<file path="config.mk">
export PLATFORM = sky130hd
export DESIGN_NAME = irq_flag_ctrl
export DESIGN_NICKNAME = d
export VERILOG_FILES = /design/src/rtl/irq_ctrl_pkg.sv /design/src/rtl/irq_src_group.sv /design/src/rtl/irq_sp_guard.sv /design/src/rtl/irq_nmi_latch.sv /design/src/rtl/irq_flag_ctrl.sv
export SDC_FILE = /design/constraint.sdc
export NUM_CORES = 1
export LEC_CHECK = 0
export BUFFER_PORTS_ARGS = -buffer_cell sky130_fd_sc_hd__buf_2
export CORE_UTILIZATION = 51
export CTS_CLUSTER_DIAMETER = 60
export DETAILED_ROUTE_END_ITERATION = 16
export PLACE_DENSITY_LB_ADDON = 0.1
export SLEW_MARGIN = 20
export SYNTH_ARGS = -nofsm -noshare
export SYNTH_HDL_FRONTEND = slang
export SYNTH_SLANG_ARGS = --single-unit
</file>
<file path="constraint.sdc">
create_clock -name clk -period 2.61 [get_ports clk]
set_input_delay 0.783 -clock clk [delete_from_list [all_inputs] [get_ports clk]]
set_output_delay 0.783 -clock clk [all_outputs]
set_load 0.005 [all_outputs]
</file>
<file path="src/rtl/irq_ctrl_pkg.sv">
package irq_ctrl_pkg;

    localparam int ADDR_W     = 8;
    localparam int DATA_W     = 4;
    localparam int N_GRP      = 5;
    localparam logic [ADDR_W-1:0] EN_BASE   = 8'hE0;
    localparam logic [ADDR_W-1:0] FLAG_STEP = 8'h10;

    // Number of event bits in each group.
    function automatic int grp_width(input int g);
        case (g)
            0:       return 2;  // programmable timer
            1:       return 1;  // serial
            2:       return 1;  // key input
            3:       return 4;  // clock timer
            default: return 2;  // stopwatch
        endcase
    endfunction

    // Low-nibble address offset of each group.
    function automatic int grp_offset(input int g);
        case (g)
            0:       return 2;
            1:       return 3;
            2:       return 4;
            3:       return 6;
            default: return 7;
        endcase
    endfunction

    // Position of a group's first bit in the packed event vector.
    function automatic int grp_lsb(input int g);
        int s;
        s = 0;
        for (int i = 0; i < g; i++) s += grp_width(i);
        return s;
    endfunction

    localparam int N_SRC = grp_lsb(N_GRP);

    typedef struct packed {
        logic first_done;
        logic second_done;
    } sp_pair_t;

endpackage

</file>
<file path="src/rtl/irq_src_group.sv">
module irq_src_group
    import irq_ctrl_pkg::*;
#(
    parameter int W = 2,
    parameter logic [ADDR_W-1:0] EN_ADDR   = 8'hE2,
    parameter logic [ADDR_W-1:0] FLAG_ADDR = 8'hF2
) (
    input  logic              clk,
    input  logic              rst,
    input  logic [ADDR_W-1:0] bus_addr,
    input  logic              bus_wr,
    input  logic              bus_rd,
    input  logic [DATA_W-1:0] bus_wdata,
    input  logic [W-1:0]      ev,
    output logic              pend,
    output logic [DATA_W-1:0] rdata
);
    localparam logic [DATA_W-1:0] IMPL = DATA_W'((1 << W) - 1);

    logic [DATA_W-1:0] en_q, flag_q, ev_ext, clr_bits;

    assign ev_ext   = DATA_W'(ev);
    assign clr_bits = (bus_wr && bus_addr == FLAG_ADDR) ? (bus_wdata & IMPL) : '0;

    always_ff @(posedge clk) begin
        if (rst) begin
            en_q   <= '0;
            flag_q <= '0;
        end else begin
            if (bus_wr && bus_addr == EN_ADDR)
                en_q <= bus_wdata & IMPL;
            // event wins over a simultaneous clear
            flag_q <= ((flag_q & ~clr_bits) | ev_ext) & IMPL;
        end
    end

    assign pend = |(flag_q & en_q);

    always_comb begin
        rdata = '0;
        if (bus_rd && bus_addr == EN_ADDR)   rdata = en_q;
        if (bus_rd && bus_addr == FLAG_ADDR) rdata = flag_q;
    end

    p_event_sets_flag_r2: assert property (@(posedge clk) disable iff (rst)
        (|ev) |=> ((flag_q & $past(ev_ext)) == $past(ev_ext)));

    p_write_one_clears_r3: assert property (@(posedge clk) disable iff (rst)
        (bus_wr && bus_addr == FLAG_ADDR && ev == '0)
        |=> ((flag_q & $past(bus_wdata)) == '0));

    p_collision_keeps_r10: assert property (@(posedge clk) disable iff (rst)
        (|(ev_ext & clr_bits)) |=> ((flag_q & $past(ev_ext & clr_bits)) != '0));

endmodule

</file>
<file path="src/rtl/irq_sp_guard.sv">
module irq_sp_guard
    import irq_ctrl_pkg::*;
(
    input  logic clk,
    input  logic rst,
    input  logic sp1_wr,
    input  logic sp2_wr,
    output logic pair_ok
);
    sp_pair_t st_q, st_d;

    always_comb begin
        st_d = st_q;
        if (sp1_wr && sp2_wr) begin
            st_d.first_done  = 1'b1;
            st_d.second_done = 1'b1;
        end else if (sp1_wr) begin
            st_d.first_done  = 1'b1;
            // a fresh half-pair invalidates the partner
            if (st_q.first_done) st_d.second_done = 1'b0;
        end else if (sp2_wr) begin
            st_d.second_done = 1'b1;
            if (st_q.second_done) st_d.first_done = 1'b0;
        end
    end

    always_ff @(posedge clk) begin
        if (rst) st_q <= '0;
        else     st_q <= st_d;
    end

    assign pair_ok = st_q.first_done & st_q.second_done;

    p_lone_sp1_blocks_r8: assert property (@(posedge clk) disable iff (rst)
        (sp1_wr && !sp2_wr && st_q.first_done) |=> !pair_ok);

    p_lone_sp2_blocks_r8: assert property (@(posedge clk) disable iff (rst)
        (sp2_wr && !sp1_wr && st_q.second_done) |=> !pair_ok);

    p_both_written_ok_r7: assert property (@(posedge clk) disable iff (rst)
        (sp1_wr && sp2_wr) |=> pair_ok);

endmodule

</file>
<file path="src/rtl/irq_nmi_latch.sv">
module irq_nmi_latch (
    input  logic clk,
    input  logic rst,
    input  logic nmi_src,
    input  logic nmi_ack,
    input  logic pair_ok,
    output logic nmi_req
);
    logic src_q, pend_q, rise;

    assign rise = nmi_src & ~src_q;

    always_ff @(posedge clk) begin
        if (rst) begin
            src_q  <= 1'b0;
            pend_q <= 1'b0;
        end else begin
            src_q <= nmi_src;
            if (rise)         pend_q <= 1'b1;
            else if (nmi_ack) pend_q <= 1'b0;
        end
    end

    assign nmi_req = pend_q & pair_ok;

    p_edge_latched_r9: assert property (@(posedge clk) disable iff (rst)
        rise |=> pend_q);

    p_ack_clears_r9: assert property (@(posedge clk) disable iff (rst)
        (nmi_ack && !rise) |=> !pend_q);

endmodule

</file>
<file path="src/rtl/irq_flag_ctrl.sv">
module irq_flag_ctrl
    import irq_ctrl_pkg::*;
(
    input  logic              clk,
    input  logic              rst,
    input  logic [ADDR_W-1:0] bus_addr,
    input  logic              bus_wr,
    input  logic              bus_rd,
    input  logic [DATA_W-1:0] bus_wdata,
    output logic [DATA_W-1:0] bus_rdata,
    input  logic [1:0]        ev_ptm,
    input  logic              ev_sif,
    input  logic              ev_key,
    input  logic [3:0]        ev_ctm,
    input  logic [1:0]        ev_swt,
    input  logic              nmi_src,
    input  logic              nmi_ack,
    input  logic              cpu_iflag,
    input  logic              sp1_wr,
    input  logic              sp2_wr,
    output logic              irq_req,
    output logic              nmi_req
);
    logic [N_SRC-1:0]  ev_all;
    logic [N_GRP-1:0]  grp_pend;
    logic [DATA_W-1:0] grp_rd [N_GRP];
    logic              pair_ok;

    assign ev_all = {ev_swt, ev_ctm, ev_key, ev_sif, ev_ptm};

    for (genvar g = 0; g < N_GRP; g++) begin : g_grp
        localparam int GW  = grp_width(g);
        localparam int LSB = grp_lsb(g);
        localparam logic [ADDR_W-1:0] EA = EN_BASE + ADDR_W'(grp_offset(g));

        irq_src_group #(
            .W         (GW),
            .EN_ADDR   (EA),
            .FLAG_ADDR (EA + FLAG_STEP)
        ) u_grp (
            .clk       (clk),
            .rst       (rst),
            .bus_addr  (bus_addr),
            .bus_wr    (bus_wr),
            .bus_rd    (bus_rd),
            .bus_wdata (bus_wdata),
            .ev        (ev_all[LSB +: GW]),
            .pend      (grp_pend[g]),
            .rdata     (grp_rd[g])
        );
    end

    always_comb begin
        bus_rdata = '0;
        for (int g = 0; g < N_GRP; g++) bus_rdata |= grp_rd[g];
    end

    irq_sp_guard u_guard (
        .clk     (clk),
        .rst     (rst),
        .sp1_wr  (sp1_wr),
        .sp2_wr  (sp2_wr),
        .pair_ok (pair_ok)
    );

    irq_nmi_latch u_nmi (
        .clk     (clk),
        .rst     (rst),
        .nmi_src (nmi_src),
        .nmi_ack (nmi_ack),
        .pair_ok (pair_ok),
        .nmi_req (nmi_req)
    );

    assign irq_req = (|grp_pend) & cpu_iflag & pair_ok;

    p_reset_blocks_r7: assert property (@(posedge clk) disable iff (rst)
        $past(rst) |-> (!irq_req && !nmi_req));

    p_request_persists_r6: assert property (@(posedge clk) disable iff (rst)
        (irq_req && !bus_wr && !sp1_wr && !sp2_wr) ##1 cpu_iflag |-> irq_req);

endmodule

</file>
==> results of run 1 <==
## metal layers
layer  routed length, µm  track usage, %  up-vias  part of all wire (%)
li1                    -               -      630                     -
met1                1450            36.4      568                    44
met2                1610            42.2       47                    48
met3                 223            4.06        5                   6.7
met4                  40            8.33        0                   1.2
met5                   0               0        -                     0
## cell families (layout without fill, tap and decap cells)
logic type             Yosys count  in the layout  share of synthesized area (%)
muxes                           15             15                           12.5
buffers and inverters           18             61                           7.90
and+or+nand+nor                 63             63                           27.4
AOI/OAI and AO/OA               33             33                           15.6
DFF                             24             24                           36.6
## worst max path at each step
stage | depth (start not counted) | slack (ns) | startpoint | endpoint
finish | 6 | 0.004 | bus_addr[2] | bus_rdata[0]
global route | 7 | -0.04 | bus_addr[2] | bus_rdata[0]
CTS | 6 | -0.006 | bus_addr[2] | bus_rdata[0]
detailed placement | 6 | -0.06 | bus_addr[2] | bus_rdata[0]
global placement | 6 | -0.04 | bus_addr[3] | bus_rdata[1]
floorplan | 5 | 0.13 | bus_addr[2] | bus_rdata[0]
## tightest hold or removal path: stages (launching register included)
cell	delay, ns
dfxtp_1	0.33
nand2b_1	0.06
a21oi_1	0.05
## metrics by stage
stage | setup slack (ns) | setup TNS, ns
after floorplan | 0.134 | 0
after detailed placement | -0.0584 | -0.0763
after global placement | -0.0425 | -0.0425
final | 0.00410 | 0
after global routing | -0.0368 | -0.0654
after CTS | -0.00646 | -0.00646
## timing repair
| action | CTS | global route |
|---|---|---|
| pin swaps | 3 | 3 |
| buffers inserted | 0 | 0 |
| resized for setup | 6 | 10 |
| endpoints found under the setup margin | 2 | 4 |
| gates cloned | 0 | 0 |
## where the power goes
group,switching (µW),internal (µW)
clock network,115,155
logic,57.5,53.8
registers,12.0,382
total,185,591
## layout by cell type, fill, tap and decap left out, types with 3 or more instances in the layout
cell type  netlist  final
nand3_1          7      7
buf_2            1     34
nand2b_1         4      4
mux2i_1         13     13
a21oi_1         13     13
nand4_1          7      7
clkbuf_4         0      3
nor2_1          20     19
dfxtp_1         24     24
a22o_1           3      3
inv_1            8      7
buf_4            3     13
o21ai_0          7      5
nand2_1         10     10
## final cells by class
class,count,area (µm²),share of cell area [%]
Multi-Input combinational cell,111,763,46.0
Sequential cell,24,480,29.0
Timing Repair Buffer,49,294,17.7
Tap cell,30,37.5,2.26
Clock inverter,1,30.0,1.81
Inverter,8,30.0,1.81
Clock buffer,3,22.5,1.36
## flip-flops by register name (all words and copies together) (netlist names)
signal / count
g_grp.u_grp.flag_q: 10
u_guard.st_q: 2
u_nmi.pend_q: 1
u_nmi.src_q: 1
g_grp.u_grp.en_q: 10
==> impl_metrics.csv, run 1 <==
group,metric,value,unit
layout,diodes,0,
routing,viasPerCell,5.53,
synth,yosys_most_used_dff,"dfxtp_1",
status,status,"finished clean",
place,post_dp_cell_area,1560,µm²
timing,rsz0062_at_grt,"yes",
worst_hold_path,min_path_cells,2,
clock_network,clk_pin_slew_worst_paths,0.13,ns
worst_setup_path,cp_top_family,"multiplexers",
worst_setup_path,arrival,1.82,ns
worst_hold_path,worstHoldPathType,"reg2reg",
layout,fin_area,1660,µm²
synth,netlist.area_leader.share,36.6,%
worst_setup_path,r2r-start,"u_guard.st_q[0]",
timing,setup_viol,0,
routing,drc,0,
timing,final.min_clock_period,2.61,ns
die,die_h,52.8,µm
synth,synthCells,153,
layout,drive_above_1_share,35.7,%
layout,layout.cells.non_filler,226,
worst_hold_path,hold_end,"u_nmi.pend_q",
clock_network,postCtsHoldBufs,0,
power,power.leakage,0.000702,µW
clock_network,root_buffer,"clkbuf_4",
grt,grt-ovfl-total,0,
clock_network,tritoncts,"built",
worst_setup_path,crit_type,"in2out",
synth,yosysMostFrequentCell,"dfxtp_1",
worst_setup_path,cp_data_required_time,1.83,ns
synth,ys_seq_elements,24,
synth,syn_avg_cell_area,8.59,µm²
timing,hold_ws,0.478,ns
worst_setup_path,cp_max_fo,4,
routing,first_pass_iters,4,
synth,synth-seq-area-share,36.6,%
place,dp_cells,222,
layout,syn2layout_area_growth,26.2,%
timing,fin_crit_sh,99.8,%
worst_setup_path,critPathMaxStageDelay,0.50,ns
clock_network,htreeDepth,1,
routing,wirelength,3.33,mm
synth,synthArstFlopShare,0,%
grt,grt_pass1_wl,5.29,mm
synth,syn_area,1310,µm²
routing,wl_per_cell,14.7,µm
timing,fmax,384,MHz
synth,synth_cell_type_count,38,
layout,nFillCells,241,
grt,grt_pass1_vias,1125,
worst_setup_path,worst_setup_path_end_kind,"output pin",
routing,ant_nets,0,
die,die-area,2780,µm²
clock_network,clkLatencyLatePin,0.32,ns
synth,yosys_warnings,0,
worst_setup_path,r2r_end,"u_guard.st_q[1]",
grt,grt_use_total,26.5,%
timing,hold_viol,0,
routing,num_vias,1250,
timing,slew_viol_final,0,
synth,ys_top_cells_by_count,"dfxtp_1, nor2_1, a21oi_1, mux2i_1, nand2_1",
timing,relSlewSlack,68.6,%
die,rows,18,
clock_network,cts_made_buffers,3,
power,fin_total_pwr,776,µW
synth,yosys.area.top_type,"dfxtp_1",
worst_hold_path,min_from,"u_nmi.pend_q",
layout,utilization,67.5,%
clock_network,clk_path_buf_depth,2,
layout,final_nets,228,
synth,synth-edff-count,0,
place,portBuffers,36,
worst_setup_path,cp_slowest_cell,"mux4_2",
power,vdd_ir_drop_max,0.000454,V
worst_setup_path,ff2ff_setup_slack,1.84,ns
power,p_per_area,468,nW/µm²
synth,synthesis.nets,184,
die,core,2450,µm²
die,ios,37,
timing,worst_slew_pin_slew,0.467,ns
place,place_congestion,0.853,
worst_setup_path,worst_setup_path_start_kind,"primary input",
timing,worst_clock_skew,0.0000138,ns
routing,drt_iter0_markers,47,
clock_network,cts.sinks,24,
worst_setup_path,r2r_cells,3,
run,maxCapViolCount,0,
worst_setup_path,crit_chain,"buf_8, mux4_2, nor2b_4, o21ai_2, a211oi_2, buf_2",
die,die_w,52.8,µm
synth,synth_area_leaders,"dfxtp_1, mux2i_1, nor2_1, a21oi_1, nand4_1",
grt,antenna_found_initial,0,
die,initial_core_util,53.5,%
worst_setup_path,crit_buf_inv,2,
place,hpwlAfterDp,2.48,mm
grt,grt_max_degree,25,
(Power assumes the default switching activity.)
==> run 2, diff against run 1 <==
--- a/config.mk
+++ b/config.mk
@@ -10,6 +10,7 @@
 export CTS_CLUSTER_DIAMETER = 60
 export DETAILED_ROUTE_END_ITERATION = 16
 export PLACE_DENSITY_LB_ADDON = 0.1
+export RECOVER_POWER = 100
 export SLEW_MARGIN = 20
 export SYNTH_ARGS = -nofsm -noshare
 export SYNTH_HDL_FRONTEND = slang
==> run 2 against run 1 <==
  * Flip-flop and latch count did not move
  * Power decreased by 0.13%
  * Hold slack about the same
  * Setup slack better by 0.0016 ns
  * Critical endpoint unchanged
==> impl_metrics.csv, run 2 (synthesis results as in run 1) <==
group,metric,value,unit
layout,final_nets,228,
power,fin_total_pwr,775,µW
grt,grt_pass1_vias,1125,
clock_network,clk_pin_slew_worst_paths,0.13,ns
grt,grt_pass1_wl,5.29,mm
timing,fmax,384,MHz
die,core,2450,µm²
clock_network,clk_path_buf_depth,2,
routing,viasPerCell,5.56,
layout,reg.largest.list,"g_grp.u_grp.en_q: 10 flops, g_grp.u_grp.flag_q: 10 flops, u_guard.st_q: 2 flops",
layout,diodes,0,
routing,drc,0,
place,dp_cells,222,
layout,fin_area,1630,µm²
timing,hold_viol,0,
routing,first_pass_iters,4,
timing,hold_ws,0.478,ns
layout,drive_above_1_share,32.1,%
power,p_per_area,475,nW/µm²
die,ios,37,
worst_setup_path,worst_setup_path_start_kind,"primary input",
timing,setup_viol,0,
clock_network,root_buffer,"clkbuf_4",
place,place_congestion,0.853,
routing,wirelength,3.34,mm
grt,grt_max_degree,25,
timing,final.min_clock_period,2.60,ns
clock_network,cts.sinks,24,
place,hpwlAfterDp,2.48,mm
layout,final_cell_mix,"buf_2, dfxtp_1, nor2_1, mux2i_1, a21oi_1",
timing,relSlewSlack,31.8,%
die,die_h,52.8,µm
timing,fin_crit_sh,99.8,%
worst_setup_path,arrival,1.82,ns
power,vdd_ir_drop_max,0.000454,V
worst_setup_path,cp_max_fo,4,
status,status,"finished clean",
layout,layout.cells.non_filler,226,
grt,grt_use_total,26.5,%
clock_network,htreeDepth,1,
clock_network,postCtsHoldBufs,0,
power,combPwrFrac,14.2,%
clock_network,tritoncts,"built",
layout,final_common_cell,"buf_2",
die,die-area,2780,µm²
layout,syn2layout_area_growth,24.3,%
run,maxCapViolCount,0,
worst_hold_path,worstHoldPathType,"reg2reg",
power,power_frac_seq,50.8,%
place,portBuffers,36,
worst_setup_path,crit_type,"in2out",
worst_setup_path,cp_data_required_time,1.83,ns
power,clkPwrFrac,35.0,%
place,post_dp_cell_area,1560,µm²
worst_hold_path,min_path_cells,2,
timing,worst_slew_pin_slew,1.02,ns
power,p_sw,184,µW
die,rows,18,
power,p_sw_share,23.8,%
grt,antenna_found_initial,0,
timing,worst_clock_skew,0.0000177,ns
grt,grt-ovfl-total,0,
power,p_int,590,µW
power,power.leakage,0.000687,µW
routing,wl_per_cell,14.8,µm
die,die_w,52.8,µm
routing,drt_iter0_markers,46,
routing,ant_nets,0,
clock_network,clkLatencyLatePin,0.32,ns
timing,slew_viol_final,0,
worst_setup_path,r2r_cells,3,
die,initial_core_util,53.5,%
routing,num_vias,1257,
clock_network,cts_made_buffers,3,
worst_setup_path,worst_setup_path_end_kind,"output pin",
timing,rsz0062_at_grt,"yes",
run 2: cell types whose count changed in the layout (fill, tap and decap cells not counted), sizes merged:
cell / before / now
buf: 49 / 43
clkbuf: 3 / 9
run 2: repair_timing:
action,4_1_cts,5_1_grt
resized for setup,6,10
hold endpoints to repair,0,0
endpoints found under the setup margin,2,4
buffers inserted,0,0
pin swaps,3,3
run 2: power by group through the flow:
stage	clock (µW)	combinational [µW]	sequential, µW
4_1_cts	276	107	394
5_1_grt	289	120	396
3_3_place_gp	0	98.7	402
2_1_floorplan	0	58.8	398
6_report	271	110	394
3_5_place_dp	0	102	402
run 2: critical path, stage by stage:
cell      delay (ns)
buf_8           0.08
mux4_2          0.50
nor2b_4         0.14
o21ai_2         0.12
a211oi_2        0.07
buf_2           0.12
run 2: routing by layer:
metal  routed length (µm)  track usage (%)
met3                  216             4.06
met5                    0                0
met4                   40             8.33
met1                 1470             36.4
met2                 1620             42.2
run 2: per-stage QoR:
step | utilization (%) | setup TNS, ns | worst slack, ns
finish | 66.5 | 0 | 0.00574
global route | 66.5 | -0.0653 | -0.0368
CTS | 66.3 | -0.00646 | -0.00646
detailed placement | 63.4 | -0.0763 | -0.0584
global placement | 63.4 | -0.0425 | -0.0425
floorplan | - | 0 | 0.134
run 2: path summary, 6_finish.rpt:
path	startpoint	endpoint	slack (ns)
setup reg to reg	u_guard.st_q[0]	u_guard.st_q[1]	1.81
hold / removal	u_nmi.pend_q	u_nmi.pend_q	0.48
hold reg to reg	u_nmi.pend_q	u_nmi.pend_q	0.48
setup / recovery	bus_addr[2]	bus_rdata[0]	0.006
run 2: final cells by class:
class | count | area (µm²)
fill | 243 | 822
multi-input combinational | 111 | 746
sequential | 24 | 480
timing repair buffer | 49 | 287
clock buffer | 3 | 22.5
inverter | 8 | 30.0
clock inverter | 1 | 30.0
tap | 30 | 37.5
==> run 3, diff against run 2 <==
--- a/config.mk
+++ b/config.mk
@@ -6,9 +6,10 @@
 export NUM_CORES = 1
 export LEC_CHECK = 0
 export BUFFER_PORTS_ARGS = -buffer_cell sky130_fd_sc_hd__buf_2
-export CORE_UTILIZATION = 51
+export CORE_UTILIZATION = 55
 export CTS_CLUSTER_DIAMETER = 60
 export DETAILED_ROUTE_END_ITERATION = 16
+export GPL_ROUTABILITY_DRIVEN = 0
 export PLACE_DENSITY_LB_ADDON = 0.1
 export RECOVER_POWER = 100
 export SLEW_MARGIN = 20
==> constraint.sdc (replaced) <==
create_clock -name clk -period 3 [get_ports clk]
set_input_delay 0.9 -clock clk [delete_from_list [all_inputs] [get_ports clk]]
set_output_delay 0.9 -clock clk [all_outputs]
set_load 0.005 [all_outputs]
==> run 3 against run 2 <==
  * Final cell count shrank 3.1%
  * Hold slack lost 0.00055 ns
  * Flip-flop and latch count is the same
  * Setup slack gained 0.061 ns
  * Combinational power shrank 25%
  * Core utilization grew 1.4 points
  * Power shrank 23%
  * First-iteration DRC count shrank 17%
  * Via count grew 1.5%
  * Largest power group unchanged
==> impl_metrics.csv, run 3 (synthesis results as in run 1) <==
group,metric,value,unit
die,initial_core_util,58.8,%
timing,rsz0062_at_grt,"no",
power,power_frac_seq,57.5,%
routing,drt_iter0_markers,38,
power,p_int,444,µW
layout,nFillCells,213,
grt,antenna_found_initial,0,
timing,hold_viol,0,
die,ios,37,
layout,seqCellArea,480,µm²
worst_setup_path,cp_max_fo,10,
power,power.leakage,0.000624,µW
layout,syn2layout_area_growth,15.5,%
power,clkPwrFrac,28.8,%
clock_network,clk_path_buf_depth,2,
grt,grt_pass1_vias,1127,
grt,grt_pass1_wl,5.05,mm
timing,worst_clock_skew,0.000250,ns
timing,worst_slew_pin_slew,1.00,ns
die,die_h,50.9,µm
routing,ant_nets,0,
timing,slew_viol_final,0,
layout,final_cell_mix,"buf_2, dfxtp_1, nor2_1, mux2i_1, a21oi_1",
routing,wl_per_cell,14.5,µm
power,p_per_area,393,nW/µm²
layout,drive_above_1_share,23.0,%
worst_setup_path,worst_setup_path_end_kind,"output pin",
layout,final_common_cell,"buf_2",
layout,reg.largest.list,"g_grp.u_grp.en_q: 10 flops, g_grp.u_grp.flag_q: 10 flops, u_guard.st_q: 2 flops",
routing,viasPerCell,5.83,
worst_setup_path,worst_setup_path_start_kind,"primary input",
clock_network,htreeDepth,1,
timing,hold_ws,0.477,ns
power,p_sw,153,µW
grt,grt_max_degree,25,
die,core,2230,µm²
place,hpwlAfterDp,2.43,mm
place,portBuffers,36,
clock_network,root_buffer,"clkbuf_4",
timing,finalSetupTns,0,ns
clock_network,cts_resized,0,
clock_network,cts_made_buffers,3,
worst_hold_path,worstHoldPathType,"reg2reg",
timing,setup_viol,0,
clock_network,cts.sinks,24,
timing,fin_crit_sh,97.8,%
clock_network,clk_pin_slew_worst_paths,0.12,ns
place,preCtsSetupSlack,0.0521,ns
timing,fin_ws,0.0671,ns
power,combPwrFrac,13.7,%
routing,wirelength,3.17,mm
run,maxCapViolCount,0,
routing,num_vias,1276,
layout,final_nets,223,
routing,drc,0,
grt,grt_use_total,26.4,%
clock_network,postCtsHoldBufs,0,
worst_setup_path,crit_type,"in2out",
layout,utilization,68.0,%
layout,diodes,0,
grt,grt-ovfl-total,0,
timing,final.min_clock_period,2.93,ns
die,rows,17,
clock_network,tritoncts,"built",
power,p_sw_share,25.7,%
worst_setup_path,cp_data_required_time,2.10,ns
worst_setup_path,arrival,2.03,ns
power,vdd_ir_drop_max,0.000396,V
clock_network,postCtsSetupRepairBufs,0,
clock_network,clkLatencyLatePin,0.31,ns
status,status,"finished clean",
routing,first_pass_iters,4,
die,die-area,2590,µm²
layout,multi_input_area,712,µm²
timing,fmax,341,MHz
timing,relSlewSlack,33.2,%
die,die_w,50.9,µm
power,fin_total_pwr,597,µW
run 3: changes by cell type in the layout (fill, tap and decap cells not counted), moves of 2 or more:
cell and delta:
o21ai_0 +2, o21ai_2 -2, buf_4 -7, clkbuf_1 +5
nor2b_1 +2
run 3: critical path, cell delays in order:
cell and delay [ns]:
buf_2 0.20, mux2_2 0.36, a32oi_1 0.19, o21ai_0 0.09, a22o_1 0.18, clkbuf_1 0.10
run 3: area by class of cell:
cell class,instances,area share [%]
Timing Repair Buffer,44,14.8
Clock buffer,4,2.39
Sequential cell,24,31.7
Inverter,8,1.98
Multi-Input combinational cell,111,46.9
Tap cell,28,2.31
run 3: worst paths after layout:
| check | slack (ns) | end | from | depth (start not counted) |
|---|---|---|---|---|
| worst min-delay path | 0.48 | u_nmi.pend_q | u_nmi.pend_q | 2 |
| worst max-delay path | 0.07 | bus_rdata[1] | bus_addr[0] | 6 |
| worst min register to register | 0.48 | u_nmi.pend_q | u_nmi.pend_q | 2 |
| worst max register to register | 2.18 | u_guard.st_q[1] | u_guard.st_q[0] | 3 |
run 3: metrics by stage:
stage	area, µm²	instances
2_1_floorplan	1310	153
3_3_place_gp	1520	215
3_5_place_dp	1520	215
4_1_cts	1550	219
5_1_grt	1520	219
6_report	1520	219
run 3: power groups by stage:
| stage | Sequential (µW) | Clock (µW) | Combinational (µW) |
|---|---|---|---|
| 6_report | 343 | 172 | 82.0 |
| 5_1_grt | 345 | 185 | 90.3 |
| 4_1_cts | 343 | 173 | 83.9 |
| 3_5_place_dp | 350 | 0 | 83.6 |
| 3_3_place_gp | 349 | 0 | 80.1 |
| 2_1_floorplan | 346 | 0 | 51.1 |
run 3: layer usage:
layer  routed length [µm]  track usage [%]  share of wire, %  up-vias
met5                    0                0                 0        -
met4                   46             7.87               1.5        0
met3                  180             5.36               5.7        4
met2                 1500             43.1                47       44
met1                 1450             35.0                46      601
li1                     -                -                 -      627
